### config.mk
export PLATFORM = sky130hd
export DESIGN_NAME = mac_array
export DESIGN_NICKNAME = d
export VERILOG_FILES = /design/src/rtl/mac_pkg.sv /design/src/rtl/mac_cell.sv /design/src/rtl/mac_row.sv /design/src/rtl/mac_array.sv
export SDC_FILE = /design/constraint.sdc
export NUM_CORES = 1
export LEC_CHECK = 0
export BUFFER_PORTS_ARGS = -buffer_cell sky130_fd_sc_hd__buf_2
export CAP_MARGIN = 20
export CELL_PAD_IN_SITES_DETAIL_PLACEMENT = 1
export CELL_PAD_IN_SITES_GLOBAL_PLACEMENT = 1
export CORE_ASPECT_RATIO = 0.75
export CORE_MARGIN = 4
export CORE_UTILIZATION = 35
export DETAILED_ROUTE_END_ITERATION = 16
export PLACE_DENSITY_LB_ADDON = 0.1
export SKIP_LAST_GASP = 1
export SLEW_MARGIN = 0
export SYNTH_ARGS = -nofsm -noshare
export SYNTH_HDL_FRONTEND = slang
export SYNTH_SLANG_ARGS = --single-unit
export TNS_END_PERCENT = 20
### constraint.sdc
create_clock -name vclk -period 11.99
set_input_delay 1.199 -clock vclk [all_inputs]
set_output_delay 1.199 -clock vclk [all_outputs]
set_load 0.01 [all_outputs]
### src/rtl/mac_pkg.sv
// Package: shared digit type and width helpers for the multiply-add array.
// Assumes every operand width is a multiple of the digit width.
package mac_pkg;
    localparam int DIGIT_W = 2;

    typedef logic [DIGIT_W-1:0] digit_t;

    // Number of 2-bit digits in an operand of the given width.
    function automatic int digits_of(input int width);
        return width / DIGIT_W;
    endfunction
endpackage

### src/rtl/mac_cell.sv
// Module: mac_cell
// Leaf multiply-add element. It forms a*b + k + m on 2-bit unsigned digits.
// Assumes unsigned inputs. The 4-bit result cannot overflow, since 15 is the
// largest reachable value. The low digit of s is the sum digit and the high
// digit of s is the carry digit.
module mac_cell
    import mac_pkg::*;
(
    input  digit_t     a,
    input  digit_t     b,
    input  digit_t     k,
    input  digit_t     m,
    output logic [3:0] s
);
    logic [3:0] prod;

    // Form the 2x2 product from shifted partial products.
    always_comb begin
        prod = ({2'b00, a} & {4{b[0]}})
             + ({1'b0, a, 1'b0} & {4{b[1]}});
    end

    // Add both addend digits to the product.
    always_comb begin
        s = prod + {2'b00, k} + {2'b00, m};
    end
endmodule

### src/rtl/mac_row.sv
// Module: mac_row
// One row of cells. It multiplies the whole multiplicand by one multiplier
// digit and adds an incoming digit vector. A 2-bit carry ripples from the
// lowest cell to the highest.
// Assumes NX >= 1. sum_lo holds the low digit of each cell, and cout is the
// carry out of the top cell, which sits one digit above sum_lo.
module mac_row
    import mac_pkg::*;
#(
    parameter int NX = 2,
    localparam int W = NX * DIGIT_W
) (
    input  logic [W-1:0] x,
    input  digit_t       yd,
    input  logic [W-1:0] kin,
    output logic [W-1:0] sum_lo,
    output digit_t       cout
);
    digit_t carry [NX+1];

    // The chain enters with no carry.
    assign carry[0] = '0;

    for (genvar j = 0; j < NX; j++) begin : g_col
        logic [3:0] cs;

        mac_cell u_cell (
            .a (x[DIGIT_W*j +: DIGIT_W]),
            .b (yd),
            .k (kin[DIGIT_W*j +: DIGIT_W]),
            .m (carry[j]),
            .s (cs)
        );

        // Split the cell result into its sum digit and its carry digit.
        assign sum_lo[DIGIT_W*j +: DIGIT_W] = cs[1:0];
        assign carry[j+1]                   = cs[3:2];
    end

    assign cout = carry[NX];
endmodule

### src/rtl/mac_array.sv
// Module: mac_array
// Unsigned WX-by-WY multiplier that adds addend to the product.
// Assumes WX and WY are even and at least 2. Purely combinational.
// Row i handles multiplier digit i. Its lowest sum digit is product digit i,
// and its remaining digits plus its carry feed row i+1 one digit lower.
// The last row supplies the upper WX bits of p.
module mac_array
    import mac_pkg::*;
#(
    parameter int WX = 8,
    parameter int WY = 8,
    localparam int NX = digits_of(WX),
    localparam int NY = digits_of(WY),
    localparam int WP = WX + WY
) (
    input  logic [WX-1:0] x,
    input  logic [WY-1:0] y,
    input  logic [WX-1:0] addend,
    output logic [WP-1:0] p
);
    logic [WX-1:0] row_k [NY];
    logic [WX-1:0] row_s [NY];
    digit_t        row_c [NY];

    // The external addend enters the free digit inputs of the first row.
    assign row_k[0] = addend;

    for (genvar i = 0; i < NY; i++) begin : g_row
        mac_row #(.NX(NX)) u_row (
            .x      (x),
            .yd     (y[DIGIT_W*i +: DIGIT_W]),
            .kin    (row_k[i]),
            .sum_lo (row_s[i]),
            .cout   (row_c[i])
        );

        // The lowest sum digit of each row is final.
        assign p[DIGIT_W*i +: DIGIT_W] = row_s[i][DIGIT_W-1:0];

        if (i + 1 < NY) begin : g_link
            // Pass the upper digits and the carry down one digit.
            if (NX > 1) begin : g_wide
                assign row_k[i+1] = {row_c[i], row_s[i][WX-1:DIGIT_W]};
            end else begin : g_narrow
                assign row_k[i+1] = row_c[i];
            end
        end else begin : g_last
            // The last row supplies the upper part of the result.
            if (NX > 1) begin : g_wide
                assign p[WP-1:WY] = {row_c[i], row_s[i][WX-1:DIGIT_W]};
            end else begin : g_narrow
                assign p[WP-1:WY] = row_c[i];
            end
        end
    end
endmodule

==> impl_metrics.toml <==
[logic_synthesis]
seq_area_frac_synth = 0
muxShareOfSynthArea = 0
synth.avg_cell_area_sq_um = 8.64
syn_area_sq_mm = 0.00216
yosys.area_share.simple = 0.190
synth-adder-area-share = 0.593
yosysWarnings = 0
synth_fp_nets = 350
synth_top_family_by_area = "adder cells"
synth_xor_area_frac = 0.0487
synth_compound_area_frac = 0.0689
synth_cell_types = 21
syn_inst = 250

[route]
drt-pass1-iter-count = 4
wl_um = 5310
drc = 0
met2WireLength_um = 2260
vias = 1842
drt-initial-drc-count = 20
antenna_left = 0
wl_per_cell_um = 13.2
vias_per_cell = 4.58
wl_met1_um = 2920
highest_layer = "met3"
wl_met3_um = 130

[timing]
finalHoldViolCount = 0
maxSlewViolCount = 0
fmax_mhz = 78.4
period_share = 1.06
min_period_ps = 12750
rsz0062_at_grt = "yes"
setup_violations = 4
worst_slack_ps = -763
relSlewSlack = 0.829
worst_pin_slew_ps = 255

[die]
placementRows = 24
die_w_um = 98.7
core_sq_mm = 0.00589
dieHeight_um = 76.0
die_area_sq_mm = 0.00750
start_util = 0.367
ios = 40

[finish]
layout.cells.non_filler = 402
layout_common_cells = "inv_1 (52), nand2_1 (40), buf_2 (40)"
final_common_cell = "inv_1"
clock_buffers = 0
drive_gt1_frac = 0.318
antennaDiodeCount = 0
ff_latch_area_sq_um = 0
flops_and_latches = 0
nNetsFinal = 426
utilization = 0.471
areaGrowthSynthToFinish_pct = 28.3

[job]
maxCapViolCount = 0

[setup_path]
crit_path_max_incr_delay_ps = 550
cpMaxStageDelayCell = "fa_2"
crit_required_ps = 10790
critical_path_arrival_ps = 11550
crit_path_start_kind = "primary input"
critPathBufInv = 8
end_kind = "output pin"
crit_family = "adder cells"
path_common_cell = "fa_2"
critical_path_class = "primary input to output pin"
crit_path_max_fanout = 2

[cts]
cts_hold_buf = 0

[outcome]
violations = "setup timing"
status = "finished with violations"

[global_route]
grt_usage = 0.148
grt_pass1_wl_um = 9400
grt_overflow = 0
grt_pass1_vias = 2017
grt_max_degree = 9
grt_antenna_before_repair = 0

[placed_design]
port_buffers = 40
dp_slack_ps = -947
dp_cells = 402
gp_congestion = 0.773
dp_hpwl_um = 4910

[hold_path]
hold_path.class = "primary input to output pin"
[worst min-delay path, stage by stage]
cell   delay, ps
buf_2         80
ha_1         110
buf_2        120
[per-stage QoR]
stage / hold slack (ps) / instance area (sq um) / TNS, ps
detailed placement: 2710 / 2760 / -3240
global route: 2740 / 2770 / -4250
floorplan: 2550 / 2200 / -898
finish: 2710 / 2770 / -2490
global placement: 2700 / 2760 / -2770
CTS: 2710 / 2770 / -2710
[final timing paths]
| kind | from | endpoint | slack (ps) | depth (start not counted) |
|---|---|---|---|---|
| worst max-delay path | y[0] | p[15] | -760 | 38 |
| worst min-delay path | addend[0] | p[0] | 2710 | 3 |
[synth_stat cells (all sizes together)]
cell type | number | area (sq um)
o21a | 1 | 7.51
nand3 | 3 | 15.0
and2 | 31 | 194
a21o | 4 | 30.0
fa | 44 | 881
xnor2 | 4 | 35.0
o21ai | 2 | 10.0
nand3b | 3 | 22.5
xor2 | 8 | 70.1
nand2 | 41 | 154
nand4 | 2 | 12.5
nor2 | 1 | 3.75
a21oi | 13 | 76.3
ha | 32 | 400
a31oi | 2 | 12.5
inv | 56 | 210
and3b | 1 | 8.76
clkbuf | 1 | 3.75
o31ai | 1 | 12.5
[layer usage]
metal / GRT usage / up-vias
met5: 0 / -
met2: 0.240 / 24
met1: 0.235 / 904
met4: 0 / 0
met3: 0.00457 / 0
li1: - / 914
[logic make-up after synthesis]
logic type                 after synthesis
xor gates and xnor gates                12
and+or+nand+nor                         82
buffers and inverters                   57
adders and majority gates               76
AOI/OAI and AO/OA                       23
[area by class of cell]
cell class,count,area (sq um)
inverter,56,210
fill,761,3110
multi-input combinational,193,2000
tap,78,97.6
timing repair buffer,75,463
[timing repair]
item | CTS | global route
pin swaps | 6 | 0
resized for setup | 4 | 0
buffers inserted | 0 | 0
setup endpoints to repair | 5 | 5
Power is not shown: default switching activity piles up to over one toggle a cycle in this logic, so the estimate is an artifact.
